**config.mk**
```make
export PLATFORM = sky130hd
export DESIGN_NAME = interval_timer_pair
export DESIGN_NICKNAME = d
export VERILOG_FILES = /design/src/rtl/itp_pkg.sv /design/src/rtl/itp_edge_sync.sv /design/src/rtl/itp_decade_div.sv /design/src/rtl/itp_interval_counter.sv /design/src/rtl/interval_timer_pair.sv
export SDC_FILE = /design/constraint.sdc
export NUM_CORES = 1
export LEC_CHECK = 0
export ABC_AREA = 1
export ABC_CLOCK_PERIOD_IN_PS = 2450
export BUFFER_PORTS_ARGS = -buffer_cell sky130_fd_sc_hd__buf_2
export CORE_MARGIN = 3
export CORE_UTILIZATION = 57
export CTS_CLUSTER_SIZE = 30
export DETAILED_ROUTE_END_ITERATION = 6
export PLACE_DENSITY_LB_ADDON = 0.25
export REMOVE_ABC_BUFFERS = 1
export SETUP_SLACK_MARGIN = 0.02
export SKIP_LAST_GASP = 1
export SLEW_MARGIN = 20
export SYNTH_ARGS = -nofsm -noshare
export SYNTH_HDL_FRONTEND = slang
export SYNTH_SLANG_ARGS = --single-unit
```
**constraint.sdc**
```tcl
create_clock -name clk -period 2.45 [get_ports clk]
set_input_delay 0.3675 -clock clk [delete_from_list [all_inputs] [get_ports clk]]
set_output_delay 0.3675 -clock clk [all_outputs]
set_load 0.02 [all_outputs]
```
**src/rtl/itp_pkg.sv**
```systemverilog
package itp_pkg;

  localparam int unsigned NUM_TIMERS = 2;
  localparam int unsigned TIMER_A    = 0;
  localparam int unsigned TIMER_B    = 1;

  // Next value of an up counter of any width up to 32 bits.
  function automatic logic [31:0] itp_incr(input logic [31:0] value, input int unsigned width);
    logic [31:0] mask;
    mask = (width >= 32) ? 32'hFFFF_FFFF : ((32'd1 << width) - 32'd1);
    return (value + 32'd1) & mask;
  endfunction

  // True when the counter sits at its all-ones value.
  function automatic logic itp_at_top(input logic [31:0] value, input int unsigned width);
    logic [31:0] mask;
    mask = (width >= 32) ? 32'hFFFF_FFFF : ((32'd1 << width) - 32'd1);
    return (value & mask) == mask;
  endfunction

  // Next state of a modulo-ratio divider.
  function automatic logic [31:0] itp_div_next(input logic [31:0] phase, input int unsigned ratio);
    return (phase == ratio - 1) ? 32'd0 : phase + 32'd1;
  endfunction

endpackage

```
**src/rtl/itp_edge_sync.sv**
```systemverilog
module itp_edge_sync #(
  parameter int unsigned STAGES = 2
) (
  input  logic clk,
  input  logic rst_n,
  input  logic async_i,
  output logic fall_o
);

  logic [STAGES-1:0] chain_q;
  logic              last_q;
  logic              synced;

  always_ff @(posedge clk or negedge rst_n) begin
    if (!rst_n) chain_q[0] <= 1'b0;
    else        chain_q[0] <= async_i;
  end

  for (genvar g = 1; g < STAGES; g++) begin : g_chain
    always_ff @(posedge clk or negedge rst_n) begin
      if (!rst_n) chain_q[g] <= 1'b0;
      else        chain_q[g] <= chain_q[g-1];
    end
  end

  assign synced = chain_q[STAGES-1];

  always_ff @(posedge clk or negedge rst_n) begin
    if (!rst_n) last_q <= 1'b0;
    else        last_q <= synced;
  end

  assign fall_o = last_q & ~synced;

  // a falling edge yields a single-cycle pulse
  assert_single_pulse_R2: assert property (@(posedge clk) disable iff (!rst_n)
    fall_o |=> !fall_o);

endmodule

```
**src/rtl/itp_decade_div.sv**
```systemverilog
module itp_decade_div
  import itp_pkg::*;
#(
  parameter int unsigned RATIO = 10
) (
  input  logic clk,
  input  logic rst_n,
  input  logic tick_i,
  output logic tick_o
);

  localparam int unsigned PW = (RATIO > 1) ? $clog2(RATIO) : 1;

  logic [PW-1:0] phase_q;
  logic          last_phase;

  assign last_phase = (32'(phase_q) == RATIO - 1);

  always_ff @(posedge clk or negedge rst_n) begin
    if (!rst_n)      phase_q <= '0;
    else if (tick_i) phase_q <= PW'(itp_div_next(32'(phase_q), RATIO));
  end

  assign tick_o = tick_i & last_phase;

  // phase never leaves its range
  assert_phase_range_R5: assert property (@(posedge clk) disable iff (!rst_n)
    32'(phase_q) < RATIO);

  // phase advances only on an input tick
  assert_phase_hold_R5: assert property (@(posedge clk) disable iff (!rst_n)
    !tick_i |=> $stable(phase_q));

endmodule

```
**src/rtl/itp_interval_counter.sv**
```systemverilog
module itp_interval_counter
  import itp_pkg::*;
#(
  parameter int unsigned WIDTH = 16
) (
  input  logic             clk,
  input  logic             rst_n,
  input  logic             step_i,
  input  logic             start_i,
  input  logic             stop_i,
  input  logic             load_i,
  input  logic [WIDTH-1:0] load_val_i,
  output logic [WIDTH-1:0] count_o,
  output logic             wrap_o
);

  logic             running_q;
  logic [WIDTH-1:0] count_q;
  logic             wrap_q;
  logic             advance;
  logic             rolls;

  assign advance = running_q & step_i & ~load_i;
  assign rolls   = advance & itp_at_top(32'(count_q), WIDTH);

  always_ff @(posedge clk or negedge rst_n) begin
    if (!rst_n)       running_q <= 1'b0;
    else if (stop_i)  running_q <= 1'b0;
    else if (start_i) running_q <= 1'b1;
  end

  always_ff @(posedge clk or negedge rst_n) begin
    if (!rst_n)       count_q <= '0;
    else if (load_i)  count_q <= load_val_i;
    else if (advance) count_q <= WIDTH'(itp_incr(32'(count_q), WIDTH));
  end

  always_ff @(posedge clk or negedge rst_n) begin
    if (!rst_n)      wrap_q <= 1'b0;
    else if (load_i) wrap_q <= 1'b0;
    else if (rolls)  wrap_q <= 1'b1;
  end

  assign count_o = count_q;
  assign wrap_o  = wrap_q;

  assert_one_step_R3: assert property (@(posedge clk) disable iff (!rst_n)
    (running_q && step_i && !load_i) |=> (count_q == WIDTH'($past(count_q) + 1'b1)));

  assert_hold_stopped_R6: assert property (@(posedge clk) disable iff (!rst_n)
    (!running_q && !load_i) |=> $stable(count_q));

  assert_load_value_R7: assert property (@(posedge clk) disable iff (!rst_n)
    load_i |=> (count_q == $past(load_val_i)) && !wrap_q);

  assert_flag_sticky_R8: assert property (@(posedge clk) disable iff (!rst_n)
    (wrap_q && !load_i) |=> wrap_q);

  assert_stop_wins_R9: assert property (@(posedge clk) disable iff (!rst_n)
    stop_i |=> !running_q);

endmodule

```
**src/rtl/interval_timer_pair.sv**
```systemverilog
module interval_timer_pair
  import itp_pkg::*;
#(
  parameter int unsigned WIDTH       = 16,
  parameter int unsigned RATIO       = 10,
  parameter int unsigned SYNC_STAGES = 2
) (
  input  logic             clk,
  input  logic             rst_n,
  input  logic             tclk_raw,
  input  logic             start_a,
  input  logic             stop_a,
  input  logic             load_a,
  input  logic [WIDTH-1:0] load_val_a,
  input  logic             start_b,
  input  logic             stop_b,
  input  logic             load_b,
  input  logic [WIDTH-1:0] load_val_b,
  output logic [WIDTH-1:0] count_a,
  output logic [WIDTH-1:0] count_b,
  output logic             wrap_a,
  output logic             wrap_b
);

  logic                  step_fast;
  logic                  step_slow;
  logic [NUM_TIMERS-1:0] step_v;
  logic [NUM_TIMERS-1:0] start_v;
  logic [NUM_TIMERS-1:0] stop_v;
  logic [NUM_TIMERS-1:0] load_v;
  logic [WIDTH-1:0]      load_val_v [NUM_TIMERS];
  logic [WIDTH-1:0]      count_v    [NUM_TIMERS];
  logic [NUM_TIMERS-1:0] wrap_v;

  itp_edge_sync #(.STAGES(SYNC_STAGES)) u_sync (
    .clk    (clk),
    .rst_n  (rst_n),
    .async_i(tclk_raw),
    .fall_o (step_fast)
  );

  itp_decade_div #(.RATIO(RATIO)) u_div (
    .clk   (clk),
    .rst_n (rst_n),
    .tick_i(step_fast),
    .tick_o(step_slow)
  );

  assign step_v[TIMER_A]     = step_fast;
  assign step_v[TIMER_B]     = step_slow;
  assign start_v             = {start_b, start_a};
  assign stop_v              = {stop_b, stop_a};
  assign load_v              = {load_b, load_a};
  assign load_val_v[TIMER_A] = load_val_a;
  assign load_val_v[TIMER_B] = load_val_b;

  for (genvar t = 0; t < NUM_TIMERS; t++) begin : g_timer
    itp_interval_counter #(.WIDTH(WIDTH)) u_cnt (
      .clk       (clk),
      .rst_n     (rst_n),
      .step_i    (step_v[t]),
      .start_i   (start_v[t]),
      .stop_i    (stop_v[t]),
      .load_i    (load_v[t]),
      .load_val_i(load_val_v[t]),
      .count_o   (count_v[t]),
      .wrap_o    (wrap_v[t])
    );
  end

  assign count_a = count_v[TIMER_A];
  assign count_b = count_v[TIMER_B];
  assign wrap_a  = wrap_v[TIMER_A];
  assign wrap_b  = wrap_v[TIMER_B];

  // every slow step coincides with a fast step
  assert_slow_with_fast_R4: assert property (@(posedge clk) disable iff (!rst_n)
    step_slow |-> step_fast);

  // an idle timer B is untouched by timer A controls
  assert_b_isolated_R10: assert property (@(posedge clk) disable iff (!rst_n)
    (!step_slow && !load_b) |=> $stable(count_b));

endmodule

```
# Word-level counts from Yosys, hierarchy flattened
# Cells that the tools add are included.
totals:
  regBits: 43
  output_inout_bits: 34
op_classes:
  add_sub_neg: 3
  n_eq_ne: 3
  muxes: 13
  bitwise: 11
  reduce_logical: 6
op_table:
  columns: ["op", "n"]
  rows:
  - ["$mux W16", 4]
  - ["$add A16 B1 Y16 const B", 2]
  - ["$eq A16 B16 Y1 const B", 2]
  - ["$reduce_bool A2 Y1", 6]
  - ["$and A1 B1 Y1", 8]
  - ["$mux W1", 8]
  - ["$add A4 B1 Y4 const B", 1]
  - ["$eq A4 B4 Y1 const B", 1]
  - ["$mux W4", 1]
  - ["$not A1 Y1", 3]

# Depth between registers and ports, before layout
# Gate-level depths: netlist (run 1).
depth:
  word_depth: 8
  ltp_mapped: 9
  mapped_depth_nobuf: 9

# By module
# A second synthesis (run 1) with hierarchy kept.
unflattened:
  cells_unflattened: 365
  area_unflattened_um2: 2645.0
by_module_without_submodules:
  columns: ["mod", "n_inst", "cells_per_inst", "area_per_inst_um2"]
  rows:
  - ["itp_interval_counter", 2, 167, 1182.4]
  - ["itp_decade_div", 1, 26, 195.2]
  - ["itp_edge_sync", 1, 5, 85.1]

# Worst setup path before layout (run 1)
# OpenSTA, ideal clock, no wires.
synth_timing:
  path_type: "flip-flop to flip-flop"
  start: "register g_timer[1].u_cnt.count_q[0]"
  end: "register g_timer[1].u_cnt.count_q[14]"
  setup_ns: 0.116
  arrival_time_ns: 1.361
  t_required_ns: 2.334
  setup_slack_ns: 0.973
  stages_incl_launch_ff: 8
  n_path_buf: 0
  period_less_slack_ns: 1.477
  path_cell_list: "dfrtp_1 > ha_1 > nand3_1 > nor2_2 > nand3_1 > xor2_1 > nand2_1 > nand2_1"
synth_via:
  elab_chain_cells: 3
synth_rtl:
  columns: ["item", "line", "source"]
  rows:
  - ["from (decl)", "itp_interval_counter.sv:18", "logic [WIDTH-1:0] count_q;"]
  - ["from (signal assigned)", "itp_interval_counter.sv:34", "else if (load_i) count_q <= load_val_i;"]
  - ["from (signal assigned)", "itp_interval_counter.sv:35", "else if (advance) count_q <= WIDTH'(itp_incr(32'(count_q), WIDTH));"]
  - ["$add A16 B1 Y16", "itp_pkg.sv:11", "return (value + 32'd1) & mask;"]
  - ["$mux W16", "itp_interval_counter.sv:35", null]
  - ["$mux W16", "itp_interval_counter.sv:34", null]
# No other way between the ends. The select of a mux whose other input is x is not followed.
# A chain may end at the register's enable or synchronous reset.

# Worst setup path in the final report (run 1)
# Same ends and word-level chain as after synthesis.

==> results of run 1 <==
-- final timing paths --
| kind | start | end | slack, ns | cells after the start |
|---|---|---|---|---|
| worst max-delay path | g_timer[1].u_cnt.count_o[0] | g_timer[1].u_cnt.count_o[14] | 0.95 | 7 |
| worst min-delay path | tclk_raw | u_sync.chain_q[0] | 0.17 | 1 |
| worst min register to register | u_sync.chain_q[0] | u_sync.synced | 0.35 | 0 |
| worst max register to register | g_timer[1].u_cnt.count_o[0] | g_timer[1].u_cnt.count_o[14] | 0.95 | 7 |
| min in group asynchronous | rst_n | g_timer[0].u_cnt.count_o[11] | 0.21 | 1 |
| max in group asynchronous | rst_n | g_timer[0].u_cnt.count_o[0] | 1.66 | 1 |
-- flip-flops by register name (all words and copies together) (netlist names) --
| signal | cells |
|---|---|
| g_timer.u_cnt.count_o | 32 |
| u_div.phase_q | 4 |
| g_timer.u_cnt.running_q | 2 |
| g_timer.u_cnt.wrap_o | 2 |
| u_sync.chain_q | 1 |
| u_sync.last_q | 1 |
| u_sync.synced | 1 |
-- kinds of logic after synthesis --
group                      share of synthesized area (%)
buffers and inverters                               7.39
adders and majority gates                          0.924
xor gates and xnor gates                            3.56
AOI/OAI and AO/OA                                   6.38
DFF                                                 39.7
and+or+nand+nor                                     42.0
-- worst max-delay path: stages, from the launching register on --
cell	delay [ns]
dfrtp_1	0.43
ha_1	0.21
nand3_1	0.18
nor2_2	0.21
nand3_1	0.12
xor2_1	0.16
nand2_1	0.06
nand2_1	0.04
-- cell type report --
class,instances,share of cell area [%]
inverter,41,4.81
multi-input combinational,286,44.8
clock buffer,8,3.13
sequential,43,33.7
timing repair buffer,74,11.6
tap,52,2.04
-- metal layers --
layer	part of all wire, %	vias to the layer above	wire, µm	track usage, %
li1	-	1345	-	-
met1	45	1206	2750	30.3
met2	47	85	2910	40.5
met3	6.6	9	405	5.34
met4	1.3	0	79	6.92
met5	0	-	0	0
-- layout by cell type, fill, tap and decap left out, drive strengths merged --
cell,count
ha,2
clkbuf,8
inv,41
nor2,51
dfrtp,43
nor3,7
a31oi,1
a21o,1
o21ai,11
o21bai,1
nand2,137
xor2,4
a21oi,5
or2,2
xnor2,7
o211ai,7
buf,74
nand4,5
nand3,44
o21a,1
-- power groups by stage --
stage	clock, mW	sequential [mW]	combinational, mW
CTS	0.518	0.909	0.482
global placement	0	0.919	0.466
finish	0.507	0.910	0.477
global route	0.551	0.925	0.548
detailed placement	0	0.922	0.480
floorplan	0	0.973	0.250
==> results.py, run 1 <==
metrics = {
    "clock_network": {
        "ctsResizeCount": 0,
        "clockBufferDepth": 2,
        "post_cts_buffers": 0,
        "cts_hold_buf": 0,
        "htree_num_levels": 2,
        "root_buffer": "clkbuf_8",
        "cts_sinks": 43,
        "cts_tree": "done",
        "clock_insertion_delay_worst_skew_ns": 0.30,
        "cts-buffers-inserted": 5,
        "clkTransAtPathRegs_ns": 0.08,
    },
    "critical_path": {
        "crit_path_start_kind": "flop",
        "critPathKind": "reg2reg",
        "end_kind": "flop",
        "cp_data_required_time_ns": 2.65,
        "arrival_ns": 1.70,
        "path_max_fanout": 5,
    },
    "synth": {
        "synth-async-reset-ratio_pct": 100,
        "synth_area_per_cell_um2": 7.20,
        "syn_area_um2": 2710,
        "synth_top_area_share_pct": 39.7,
        "synth_edf_count": 0,
        "synth_top_area_cell": "dfrtp_1",
        "synth.top_cells.by_area": "dfrtp_1, nand2_1, nand3_1, nor2_1, inv_1",
        "ys_dominant_reg_cell": "dfrtp_1",
        "synth-seq-cells": 43,
        "ys_warn_count": 0,
        "yosys.cell_count.top_type": "nand2_1",
        "postSynthCellCount": 376,
        "yosysUniqueCellTypes": 32,
        "synth_commonest_cells": "nand2_1, dfrtp_1, nand3_1",
        "synth-seq-area-share_pct": 39.7,
    },
    "hold_path": {
        "hold_path.class": "in2reg",
    },
    "route": {
        "drcViolationCount": 0,
        "drtIter0Drc": 106,
        "drt-total-wl_mm": 6.14,
        "first_pass_iters": 5,
        "via_per_inst": 5.25,
        "routedWlPerCell_um": 12.2,
        "vias": 2645,
        "ant_nets": 0,
    },
    "finish": {
        "nets": 494,
        "regArea_um2": 1080,
        "multi_input_area_um2": 1430,
        "drive_above_1_share_pct": 23.9,
        "final_util_pct": 71.4,
        "diodes": 0,
        "fin_area_um2": 3200,
        "fillCellCount": 365,
        "area_growth_pct": 18.1,
        "fin_cells": 504,
    },
    "sta": {
        "slew_violations": 0,
        "rsz0062_at_grt": "no",
        "whs_ns": 0.172,
        "clock_skew_ns": 0.00643,
        "tightest_slew_ns": 0.952,
        "setup_ws_ns": 0.949,
        "slew_headroom_pct": 36.5,
        "clock.fmax_mhz": 666,
        "setup_tns_ns": 0,
        "final.min_clock_period_ns": 1.50,
        "fin_crit_sh_pct": 61.3,
        "hold_viol": 0,
        "setup_viol": 0,
    },
    "placement": {
        "placed_cells": 496,
        "placed_area_um2": 3100,
        "port_buffers": 74,
        "globalplace.congestion": 0.871,
        "dp_slack_ns": 0.768,
        "dp_hpwl_mm": 4.58,
    },
    "status": {
        "status": "completed",
    },
    "grt": {
        "overflow": 0,
        "grt_pass1_vias": 2386,
        "grt_use_total_pct": 23.8,
        "grt_max_degree": 44,
        "grt_pass1_wl_mm": 10.4,
        "antenna_found_initial": 0,
    },
    "power_and_ir_drop": {
        "cellPowerDensity_nw_per_um2": 593,
        "p_switching_uw": 663,
        "finalPower_mw": 1.89,
        "seq_power_share_pct": 48.1,
        "ir_drop_mv": 0.381,
        "p_clk_share_pct": 26.8,
        "p_leak_nw": 1.71,
        "internal_power_mw": 1.23,
        "swShare_pct": 35.0,
        "combPwrFrac_pct": 25.2,
    },
    "die": {
        "die_y_um": 74.9,
        "coreArea_um2": 4470,
        "die_area_um2": 5610,
        "initial_core_util_pct": 60.5,
        "num_io_pins": 75,
        "row_count": 24,
        "dieWidth_um": 74.9,
    },
    "flow_run": {
        "drv_cap": 0,
    },
}
Power figures use the tool's default switching activity.
==> run 2: changes to the inputs <==
--- a/config.mk
+++ b/config.mk
@@ -5,11 +5,11 @@
 export SDC_FILE = /design/constraint.sdc
 export NUM_CORES = 1
 export LEC_CHECK = 0
-export ABC_AREA = 1
-export ABC_CLOCK_PERIOD_IN_PS = 2450
+export ABC_AREA = 0
+export ABC_CLOCK_PERIOD_IN_PS = 1500
 export BUFFER_PORTS_ARGS = -buffer_cell sky130_fd_sc_hd__buf_2
 export CORE_MARGIN = 3
-export CORE_UTILIZATION = 57
+export CORE_UTILIZATION = 51
 export CTS_CLUSTER_SIZE = 30
 export DETAILED_ROUTE_END_ITERATION = 6
 export PLACE_DENSITY_LB_ADDON = 0.25
==> constraint.sdc (replaced) <==
create_clock -name clk -period 1.5 [get_ports clk]
set_input_delay 0.225 -clock clk [delete_from_list [all_inputs] [get_ports clk]]
set_output_delay 0.225 -clock clk [all_outputs]
set_load 0.02 [all_outputs]
==> run 2 against run 1 <==
Compared with the run above: the flow now finishes with violations (negative hold slack, negative setup slack); cell count fell by 16%; clock skew rose by 0.0010 ns; core utilization rose by 6.9 points; non-clock buffer count rose by 45.
==> results.py, run 2 <==
metrics = {
    "power_and_ir_drop": {
        "finalPower_mw": 3.21,
        "ir_drop_mv": 0.642,
        "cellPowerDensity_nw_per_um2": 934,
        "combPwrFrac_pct": 32.3,
        "p_switching_mw": 1.10,
        "internal_power_mw": 2.10,
        "p_clk_share_pct": 22.5,
        "seq_power_share_pct": 45.2,
        "p_leak_nw": 1.62,
        "swShare_pct": 34.4,
    },
    "grt": {
        "grt_max_degree": 44,
        "antenna_found_initial": 0,
        "grt_pass1_vias": 2138,
        "grt_use_total_pct": 22.8,
        "overflow": 0,
        "grt_pass1_wl_mm": 9.71,
    },
    "synth": {
        "synth-async-reset-ratio_pct": 100,
        "synth_edf_count": 0,
        "postSynthCellCount": 253,
        "yosys.cell_count.top_type": "dfrtp_1",
        "yosysUniqueCellTypes": 38,
        "ys_dominant_reg_cell": "dfrtp_1",
        "syn_area_um2": 2340,
        "synth_area_per_cell_um2": 9.27,
        "ys_warn_count": 0,
        "synth_top_area_share_pct": 45.9,
        "synth_top_area_cell": "dfrtp_1",
        "synth-seq-cells": 43,
        "synth-seq-area-share_pct": 45.9,
        "synth_commonest_cells": "dfrtp_1, nand2_1, o21ai_0",
        "synth.top_cells.by_area": "dfrtp_1, nand2_1, xnor2_1, o21ai_0, mux2i_1",
    },
    "sta": {
        "hold_viol": 23,
        "fin_crit_sh_pct": 113,
        "setup_tns_ns": -1.00,
        "slew_headroom_pct": 59.7,
        "setup_viol": 12,
        "clock.fmax_mhz": 589,
        "final.min_clock_period_ns": 1.70,
        "tightest_slew_ns": 0.605,
        "slew_violations": 0,
        "whs_ns": -0.00957,
        "setup_ws_ns": -0.197,
        "clock_skew_ns": 0.00748,
        "rsz0062_at_grt": "yes",
    },
    "clock_network": {
        "htree_num_levels": 2,
        "root_buffer": "clkbuf_8",
        "cts_tree": "done",
        "cts_sinks": 43,
        "cts-buffers-inserted": 5,
        "clock_insertion_delay_worst_skew_ns": 0.30,
        "clockBufferDepth": 2,
        "clkTransAtPathRegs_ns": 0.08,
        "cts_hold_buf": 0,
    },
    "route": {
        "drt-total-wl_mm": 6.26,
        "routedWlPerCell_um": 14.8,
        "via_per_inst": 5.48,
        "drtIter0Drc": 102,
        "first_pass_iters": 4,
        "vias": 2318,
        "ant_nets": 0,
        "drcViolationCount": 0,
    },
    "die": {
        "row_count": 24,
        "dieWidth_um": 73.8,
        "die_y_um": 73.8,
        "initial_core_util_pct": 53.5,
        "die_area_um2": 5450,
        "num_io_pins": 75,
        "coreArea_um2": 4380,
    },
    "finish": {
        "fillCellCount": 283,
        "regArea_um2": 1080,
        "nets": 413,
        "final_common_cell": "buf_2",
        "multi_input_area_um2": 1460,
        "drive_above_1_share_pct": 42.3,
        "diodes": 0,
        "largest_reg_flops": 32,
        "final_cell_mix": "buf_2, dfrtp_1, buf_4",
        "area_growth_pct": 46.5,
    },
    "critical_path": {
        "r2r-start": "u_sync.synced",
        "end_kind": "flop",
        "path_max_fanout": 4,
        "critPathKind": "reg2reg",
        "cp_data_required_time_ns": 1.72,
        "crit_start": "u_sync.synced",
        "crit_path_start_kind": "flop",
        "arrival_ns": 1.92,
    },
    "placement": {
        "dp_hpwl_mm": 4.07,
        "port_buffers": 74,
        "globalplace.congestion": 0.801,
    },
    "status": {
        "violations": "negative hold slack, negative setup slack",
        "status": "finished, violations left",
    },
    "hold_path": {
        "hold_path.class": "in2async",
    },
    "flow_run": {
        "drv_cap": 0,
    },
}
## run 2: logic make-up (layout without fill, tap and decap cells)
family	count (synthesis)	after routing	synth area share (%)
muxes	11	11	4.75
AOI/OAI and AO/OA	40	40	9.98
buffers and inverters	16	134	2.56
xor gates and xnor gates	20	20	7.47
and+or+nand+nor	121	121	28.3
adders and majority gates	2	2	1.07
DFF	43	43	45.9
## run 2: cell type report
type	instances	area share, %
repair buffers	119	21.2
inverters	7	0.765
clock buffers	7	2.22
multi-input cells	194	42.5
flip-flops and latches	43	31.3
well taps	52	1.89
clock inverters	1	0.146
## run 2: worst paths after layout
kind	depth (start not counted)	slack (ns)	end
min in group clk	1	0.03	u_sync.chain_q[0]
min	2	-0.01	g_timer[1].u_cnt.count_o[13]
max in group asynchronous	2	1.15	g_timer[0].u_cnt.count_o[7]
max reg2reg	4	-0.20	g_timer[1].u_cnt.count_o[13]
max	4	-0.20	g_timer[1].u_cnt.count_o[13]
min reg2reg	0	0.38	u_sync.synced
## run 2: power by group through the flow
stage | Combinational [mW] | Clock (mW) | Sequential, mW
after floorplan | 0.338 | 0 | 1.60
after global placement | 0.903 | 0 | 1.46
after detailed placement | 0.920 | 0 | 1.46
after CTS | 0.998 | 0.732 | 1.45
after global routing | 1.13 | 0.776 | 1.47
final | 1.04 | 0.721 | 1.45
## run 2: through the flow
stage	hold slack (ns)	worst slack, ns	std cells	util (%)	instance area [µm²]
6_report	-0.00957	-0.197	423	78.3	3430
5_1_grt	0.0261	-0.303	423	78.3	3430
4_1_cts	0.0134	-0.163	417	75.8	3320
3_5_place_dp	0.333	-0.257	407	69.0	3020
3_3_place_gp	0.329	-0.184	407	69.0	3020
2_1_floorplan	-0.0706	-0.393	244	-	2310
## run 2: repair_timing
action                                 in CTS  in global routing
pin swaps                                  13                 15
endpoints found under the hold margin       0                  0
setup endpoints to repair                  26                 29
buffers inserted                            2                  8
gates resized for setup                    37                 18
## run 2: worst max-delay path: stages, from the launching register on
cell and delay [ns]:
dfrtp_1 0.37, nand3b_1 0.18, or4_4 0.57, or3_1 0.33, a31oi_1 0.17
## run 2: metal layers
metal  track usage [%]  routed length (µm)  vias to the layer above
met2              39.4                3170                       84
li1                  -                   -                     1141
met5                 0                   0                        -
met1              28.8                2570                     1079
met4              6.64                 133                        0
met3              4.51                 377                       14
